### config.mk
export PLATFORM = sky130hd
export DESIGN_NAME = echo_detector
export DESIGN_NICKNAME = d
export VERILOG_FILES = /design/src/rtl/echo_pkg.sv /design/src/rtl/echo_fir.sv /design/src/rtl/echo_env.sv /design/src/rtl/echo_pack.sv /design/src/rtl/echo_detector.sv
export SDC_FILE = /design/constraint.sdc
export NUM_CORES = 1
export LEC_CHECK = 0
export CORE_ASPECT_RATIO = 0.8
export CORE_MARGIN = 2
export CORE_UTILIZATION = 69
export CTS_CLUSTER_SIZE = 25
export DETAILED_ROUTE_END_ITERATION = 16
export DONT_BUFFER_PORTS = 1
export PLACE_DENSITY = 0.95
export SYNTH_ARGS = -nofsm -noshare
export SYNTH_HDL_FRONTEND = slang
export SYNTH_HIERARCHICAL = 1
export SYNTH_SLANG_ARGS = --single-unit
### constraint.sdc
create_clock -name clk -period 5.87 [get_ports clk]
set_input_delay 0.587 -clock clk [delete_from_list [all_inputs] [get_ports clk]]
set_output_delay 0.587 -clock clk [all_outputs]
set_load 0.05 [all_outputs]
### src/rtl/echo_pkg.sv
package echo_pkg;

    // Update choice made by the envelope tracker on every enabled cycle
    typedef enum logic [1:0] {
        ENV_FLOOR  = 2'd0,
        ENV_DECAY  = 2'd1,
        ENV_ATTACK = 2'd2
    } env_mode_e;

endpackage

### src/rtl/echo_fir.sv
module echo_fir #(
    parameter int W    = 8,
    parameter int TAPS = 4
) (
    input  logic                clk,
    input  logic                rst_n,
    input  logic                en,
    input  logic signed [W-1:0] sample_i,
    output logic signed [W-1:0] filt_o
);
    localparam int SHIFT = $clog2(TAPS);
    localparam int SUM_W = W + SHIFT;
    localparam int HIST  = TAPS - 1;

    logic signed [W-1:0]     hist_q [HIST];
    logic signed [SUM_W-1:0] sum;
    logic signed [W-1:0]     filt_q;

    // Moving sum over the current sample and the stored history
    always_comb begin
        sum = SUM_W'(sample_i);
        for (int i = 0; i < HIST; i++) begin
            sum = sum + SUM_W'(hist_q[i]);
        end
    end

    always_ff @(posedge clk) begin
        if (!rst_n) begin
            for (int i = 0; i < HIST; i++) begin
                hist_q[i] <= '0;
            end
            filt_q <= '0;
        end else if (en) begin
            hist_q[0] <= sample_i;
            for (int i = 1; i < HIST; i++) begin
                hist_q[i] <= hist_q[i-1];
            end
            filt_q <= W'(sum >>> SHIFT);
        end
    end

    assign filt_o = filt_q;


    fir_hold_chk: assert property (@(posedge clk) disable iff (!rst_n)
        !en |=> $stable(filt_q));

endmodule

### src/rtl/echo_env.sv
module echo_env
    import echo_pkg::*;
#(
    parameter int W = 8
) (
    input  logic                clk,
    input  logic                rst_n,
    input  logic                en,
    input  logic signed [W-1:0] filt_i,
    output logic        [W-1:0] env_o
);
    localparam logic        [W-1:0] MAG_MAX  = {1'b0, {(W-1){1'b1}}};
    localparam logic signed [W-1:0] MOST_NEG = {1'b1, {(W-1){1'b0}}};

    logic [W-1:0] mag;
    logic [W-1:0] decayed;
    logic [W-1:0] env_q;
    logic [W-1:0] env_n;
    env_mode_e    mode;

    // Saturating absolute value
    always_comb begin
        if (filt_i == MOST_NEG) begin
            mag = MAG_MAX;
        end else if (filt_i[W-1]) begin
            mag = W'(-filt_i);
        end else begin
            mag = filt_i;
        end
    end

    // Pick the update state for this cycle
    always_comb begin
        decayed = (env_q == '0) ? '0 : env_q - W'(1);
        if (mag > decayed) begin
            mode = ENV_ATTACK;
        end else if (env_q == '0) begin
            mode = ENV_FLOOR;
        end else begin
            mode = ENV_DECAY;
        end
    end

    always_comb begin
        unique case (mode)
            ENV_ATTACK: env_n = mag;
            ENV_DECAY:  env_n = env_q - W'(1);
            ENV_FLOOR:  env_n = '0;
            default:    env_n = '0;
        endcase
    end

    always_ff @(posedge clk) begin
        if (!rst_n) begin
            env_q <= '0;
        end else if (en) begin
            env_q <= env_n;
        end
    end

    assign env_o = env_q;


    env_decay_chk: assert property (@(posedge clk) disable iff (!rst_n)
        en |=> ({1'b0, env_q} + (W+1)'(1)) >= {1'b0, $past(env_q)});


    env_sat_chk: assert property (@(posedge clk) disable iff (!rst_n)
        env_q <= MAG_MAX);


    env_hold_chk: assert property (@(posedge clk) disable iff (!rst_n)
        !en |=> $stable(env_q));

endmodule

### src/rtl/echo_pack.sv
module echo_pack #(
    parameter int W      = 8,
    parameter int THRESH = 96
) (
    input  logic         clk,
    input  logic         rst_n,
    input  logic         en,
    input  logic [W-1:0] env_i,
    output logic [W-1:0] out_o
);
    localparam logic [W-1:0] THRESH_V  = W'(THRESH);
    localparam logic [W-2:0] THRESH_HI = (W-1)'((THRESH + 1) >> 1);

    logic         over;
    logic [W-1:0] out_q;

    assign over = env_i > THRESH_V;

    always_ff @(posedge clk) begin
        if (!rst_n) begin
            out_q <= '0;
        end else if (en) begin
            out_q <= {env_i[W-1:1], over};
        end
    end

    assign out_o = out_q;


    flag_level_chk: assert property (@(posedge clk) disable iff (!rst_n)
        out_q[0] |-> out_q[W-1:1] >= THRESH_HI);


    out_hold_chk: assert property (@(posedge clk) disable iff (!rst_n)
        !en |=> $stable(out_q));

endmodule

### src/rtl/echo_detector.sv
module echo_detector #(
    parameter int SAMPLE_W     = 8,
    parameter int TAP_COUNT    = 4,
    parameter int DETECT_LEVEL = 96
) (
    input  logic                clk,
    input  logic                rst_n,
    input  logic                en,
    input  logic [SAMPLE_W-1:0] sample_in,
    output logic [SAMPLE_W-1:0] result_out
);
    logic signed [SAMPLE_W-1:0] smooth;
    logic        [SAMPLE_W-1:0] envelope;

    echo_fir #(.W(SAMPLE_W), .TAPS(TAP_COUNT)) u_fir (
        .clk      (clk),
        .rst_n    (rst_n),
        .en       (en),
        .sample_i (sample_in),
        .filt_o   (smooth)
    );

    echo_env #(.W(SAMPLE_W)) u_env (
        .clk    (clk),
        .rst_n  (rst_n),
        .en     (en),
        .filt_i (smooth),
        .env_o  (envelope)
    );

    echo_pack #(.W(SAMPLE_W), .THRESH(DETECT_LEVEL)) u_pack (
        .clk   (clk),
        .rst_n (rst_n),
        .en    (en),
        .env_i (envelope),
        .out_o (result_out)
    );

endmodule

# After elaboration in Yosys (flattened, before gate mapping)
# Memories as Yosys holds them, arrays and structs flattened.
# Cells that the tools add are included.
[totals] register_bits=24 output_inout_bits=8 ram_bits=24 elab_cells=31 mem_count=1
[memory_table] memory="u_fir.hist_q" depth=3 width=8 read_ports=3 rd_ports_with_merged_regs=0 wr=3 line_no="echo_fir.sv:15" source="logic signed [W-1:0] hist_q [HIST];"
[op_classes] n_bitwise=3 n_mux=13 reduce_logical=1 n_eq_ne=3 addsub=5 n_lt_le_gt_ge=2
[op_table] cell="2-to-1 mux 8 bit" n=6
[op_table] cell="case mux 8 bit (2 select lines)" n=1
[op_table] cell="adder 10 x 8 -> 10 bit" n=1
[op_table] cell="adder 9 x 8 -> 10 bit" n=1
[op_table] cell="adder 8 x 8 -> 9 bit" n=1
[op_table] cell="== test 8 bit, second input constant" n=1
[op_table] cell="> comparator 8 x 7 -> 1 bit, second input constant" n=1
[op_table] cell="> comparator 8 bit" n=1
[op_table] cell="zero test 8 bit" n=1
[op_table] cell="negation 8 bit" n=1
[op_table] cell="subtractor 8 x 1 -> 8 bit, second input constant" n=1
[op_table] cell="2-to-1 mux 1 bit" n=5
[op_table] cell="OR 1 bit" n=3
[op_table] cell="== test 2 x 1 -> 1 bit, second input constant" n=1
[op_table] cell="== test 2 bit, second input constant" n=1
[op_table] cell="2-to-1 mux 2 bit" n=1

# Logic depth before layout (Yosys ltp)
[logic_depth] depth_word=7 depth_mapped=13 mapped_depth_nobuf=12

# By module
# Netlist, hierarchy kept.
[by_module_without_submodules] module="echo_fir" area_each_um2=1986.9 n_inst=1 cells_per_inst=189
[by_module_without_submodules] module="echo_env" area_each_um2=984.7 n_inst=1 cells_per_inst=132
[by_module_without_submodules] module="echo_pack" area_each_um2=319.1 n_inst=1 cells_per_inst=28

# Least setup slack after synthesis
# OpenSTA, ideal clock, no wires.
[synth_timing] path_kind="input -> register" from="in sample_in[3]" to="reg u_fir.filt_q[4] (netlist: u_fir/filt_o[4])" stages=9 arrival_time_ns=2.832 required_ns=5.753 n_path_buf=0 slack_ns=2.920 path_cell_list="inv_1 -> fa_1 -> fa_1 -> inv_1 -> ha_1 -> nor3_2 -> a2111oi_2 -> or3_1 -> a32o_1"
[synth_between] elab_chain_cells=3
[synth_rtl] item="from (decl)" line_no="echo_detector.sv:9" source="input logic [SAMPLE_W-1:0] sample_in,"
[synth_rtl] item="adder 8 x 8 -> 9 bit" line_no="echo_fir.sv:23" source="sum = sum + SUM_W'(hist_q[i]);"
[synth_rtl] item="adder 9 x 8 -> 10 bit" line_no="echo_fir.sv:23"
[synth_rtl] item="adder 10 x 8 -> 10 bit" line_no="echo_fir.sv:23"
[synth_rtl] item="to (signal assigned)" line_no="echo_fir.sv:38" source="filt_q <= W'(sum >>> SHIFT);"
[synth_rtl] item="to (decl)" line_no="echo_fir.sv:17" source="logic signed [W-1:0] filt_q;"
# Every way passes these cells.
# A chain may end at the register's enable or synchronous reset.

# Worst setup path in the final report
[layout_timing] from="reg u_fir.filt_q[0] (netlist: u_fir/filt_o[0])" to="reg u_env.env_q[4] (netlist: u_env/env_o[4])"
[layout_between] elab_chain_cells=7 word_cells_on_any_way=9 cone_classes="add/sub (1); order compare (1); eq/ne (3); mux (4)"
[layout_rtl] item="negation 8 bit" line_no="echo_env.sv:26" source="mag = W'(-filt_i);"
[layout_rtl] item="2-to-1 mux 8 bit" line_no="echo_env.sv:25" source="end else if (filt_i[W-1]) begin"
[layout_rtl] item="2-to-1 mux 8 bit (*)" line_no="echo_env.sv:23" source="if (filt_i == MOST_NEG) begin"
[layout_rtl] item="> comparator 8 bit" line_no="echo_env.sv:35" source="if (mag > decayed) begin"
[layout_rtl] item="2-to-1 mux 2 bit" line_no="echo_env.sv:35"
[layout_rtl] item="== test 2 x 1 -> 1 bit or == test 2 bit (tied branches)" line_no="echo_env.sv:45" source="unique case (mode)"
[layout_rtl] item="case mux 8 bit (2 select lines) (*)" line_no="echo_env.sv:45"
[layout_rtl] item="to (signal assigned)" line_no="echo_env.sv:57" source="env_q <= env_n;"
[layout_rtl] item="to (decl)" line_no="echo_env.sv:17" source="logic [W-1:0] env_q;"
# Mark *: on every way between the ends. The rest lies on a longest branch, timed or not.

==> out/qor.yml <==
logic_synthesis:
  synth_compound_area_share_pct: 16.62
  synthMuxAreaShare_pct: 3.688
  ys_seq_elements: 48
  ys.flop_type: "edfxtp_1"
  ys_async_sr_fraction_pct: 0
  ys.warnings.count: 6
  synth_cells: 349
  yosys.area_share.simple_pct: 18.40
  synth_top_family_by_area: "simple AND/OR/NAND/NOR gates"
  synth.distinct_cells: 61
  synth-edff-count: 24
  synthAdderAreaFrac_pct: 16.81
  synth-xor-area-share_pct: 1.065
  synthesis.area_um2: 3291
  avgSynthCellArea_um2: 9.429
  syn_nets: 394
  ys_seq_area_share_pct: 36.50
placed_design:
  hpwlAfterDp_mm: 4.880
  port_buffers: 0
  gp_congestion: 0.9678
floorplanning:
  start_util_pct: 71.58
  die_area_um2: 5341
  floorplan.die.width_um: 81.21
  placementRows: 22
  die_h_um: 65.77
  core-area_um2: 4597
  io_pins: 19
hold_path:
  holdPathEnd: "u_fir/filt_o[2]"
  hp-start: "en"
  holdCritPathClass: "in2reg"
  hold_depth: 1
power_and_ir_drop:
  finalPower_mw: 1.621
  powerDensity_nw_per_um2: 474.0
  p_int_mw: 0.8550
  pwr-share-comb_pct: 54.9
  swShare_pct: 47.25
  p_clk_share_pct: 12.9
  p_leak_nw: 1.407
  power_switching_mw: 0.7659
  seqPwrFrac_pct: 32.3
  peakVddDrop_uv: 342.0
sta:
  setup_viol: 0
  worst_slew_pin_slew_ns: 0.9451
  slew_headroom_pct: 36.93
  period_share_pct: 53.63
  slew_violations: 0
  fmax_ghz: 0.3177
  setup-tns-final_ns: 0
  skew_ns: 0.007432
  rsz0062_at_grt: "false"
  fin_crit_ns: 3.148
  finalHoldViolCount: 0
cts:
  cts_buffers: 5
  clkLatencyLatePin_ns: 0.30
  cts_resized: 0
  htreeDepth: 2
  clock-sinks: 48
  cts_buffer_depth: 2
  post_cts_buffers: 0
  cts_hold_buf: 0
  clk_pin_slew_worst_paths_ns: 0.09
  tritoncts: "done"
  cts_root_buf: "clkbuf_8"
cells_and_area:
  nets: 391
  antenna_cells: 0
  drive_above_1_share_pct: 5.187
  fillers: 294
  layout-area-overhead-vs-synth_pct: 3.916
  final_cell_mix: "50 x inv_1, 43 x nor2_1, 24 x dfxtp_1, 24 x edfxtp_1"
  utilization_pct: 74.39
  seq_area_um2: 1201
  multi_input_area_um2: 1862
  final_common_cell: "inv_1"
drt:
  vias_per_cell: 6.486
  drtPass1Iterations: 7
  via_count: 2640
  drc: 0
  ant_nets: 0
  drt-wirelength-per-cell_um: 16.94
  drtIter0Drc: 392
  wirelength_mm: 6.896
setup_path:
  crit_slowest_cell: "nor3b_1"
  crit_arrival_ns: 3.40
  cp-end-kind: "flip-flop"
  r2r_start: "u_fir/filt_o[0]"
  cp_data_required_time_ns: 6.12
  reg2reg_to: "u_env/env_o[4]"
  ff2ff_path_depth: 11
  worstPathCellList: "inv_1, ha_1, nor3b_1, nand2_1, a21oi_1, ha_1, a211oi_1, nor2_1, nand4bb_1, a211oi_1, a311o_1"
  critPathMaxFanout: 9
  crit_type: "reg2reg"
  critPathLaunchType: "flip-flop"
  reg2reg_slack_ns: 2.72
  cpPeakStageDelay_ns: 0.44
global_route:
  antenna_found_initial: 0
  grt_overflow: 0
  grt_pass1_wl_mm: 11.53
  grt_pass1_vias: 2568
  grt_max_degree: 39
  track_usage_pct: 28.31
flow_run:
  cap_viol_max_count: 0
run_status:
  status: "finished, final reports clean"
registers in the layout (all words and copies together), names as in the netlist:
signal,cells
u_fir/filt_o,8
u_env/env_o,8
u_pack/out_o,8
u_fir/hist_q,24
cell type report:
type	count	area share [%]
clock buffers	7	2.525
multi-input cells	241	54.45
well taps	60	2.195
flip-flops and latches	48	35.13
clock inverters	1	0.2195
inverters	50	5.488
routing by layer:
metal	part of all wire, %	vias up	track usage (%)
met5	0	-	0
met4	2.6	0	11.02
met3	7.5	28	7.418
met2	47	115	44.94
met1	43	1258	37.19
li1	-	1239	-
per-stage QoR:
| stage | setup WS, ns | hold WS (ns) | std cells | instance area (um^2) |
|---|---|---|---|---|
| 6_report | 2.722 | 0.3763 | 407 | 3420 |
| 5_1_grt | 2.365 | 0.3702 | 407 | 3420 |
| 4_1_cts | 2.780 | 0.3634 | 407 | 3420 |
| 3_5_place_dp | 2.733 | 0.5511 | 399 | 3326 |
| 3_3_place_gp | 2.814 | 0.5499 | 399 | 3326 |
| 2_1_floorplan | 2.920 | 0.5117 | 349 | 3291 |
synthesized netlist by cell type, types with 3 or more instances:
cell type	count	area, um^2
or3_1	4	25.02
nand4_1	4	25.02
and3_1	4	25.02
nor4_1	4	25.02
a21oi_1	14	70.07
o211ai_1	4	30.03
nor2b_1	11	68.82
edfxtp_1	24	720.7
nand3_1	6	30.03
mux2i_1	11	110.1
a211oi_1	11	82.58
nor2_1	43	161.4
dfxtp_1	24	480.5
o21ai_1	3	15.01
a21o_1	3	22.52
inv_1	50	187.7
clkbuf_1	8	30.03
fa_1	17	340.3
o311ai_0	4	35.03
nor3_1	4	20.02
ha_1	17	212.7
nand2_1	12	45.04
a31oi_1	6	37.54
o21ai_0	13	65.06
power groups by stage:
stage / Combinational [mW] / Clock, mW / Sequential (mW)
6_report: 0.890 / 0.208 / 0.523
5_1_grt: 0.993 / 0.223 / 0.532
4_1_cts: 0.860 / 0.213 / 0.518
3_5_place_dp: 0.845 / 0 / 0.526
3_3_place_gp: 0.811 / 0 / 0.520
2_1_floorplan: 0.716 / 0 / 0.489
worst max-delay path by stage:
stage                     cells past startpoint               to             from  slack, ns
after floorplan                               9  u_fir/filt_o[4]     sample_in[3]       2.92
after global placement                       11  u_fir/filt_o[3]     sample_in[1]       2.81
after detailed placement                     11  u_fir/filt_o[3]     sample_in[1]       2.73
after CTS                                    11   u_env/env_o[4]   u_env/env_o[0]       2.78
after global routing                         11   u_env/env_o[4]  u_fir/filt_o[0]       2.37
final                                        11   u_env/env_o[4]  u_fir/filt_o[0]       2.72
logic make-up after synthesis:
group | after synthesis
AND/OR/NAND/NOR | 112
AO/OA/AOI/OAI | 79
buffers and inverters | 60
flip-flops | 48
adder cells (fa/ha/maj) | 34
multiplexers | 12
XOR/XNOR | 4
critical path: cells and delay by family, from the launching register on:
family | cells | cell delay [ns]
simple gates | 4 | 1.16
compound gates | 4 | 1.01
fa+ha+maj | 2 | 0.48
flops | 1 | 0.37
buf+inv | 1 | 0.08
(Power assumes the default switching activity.)
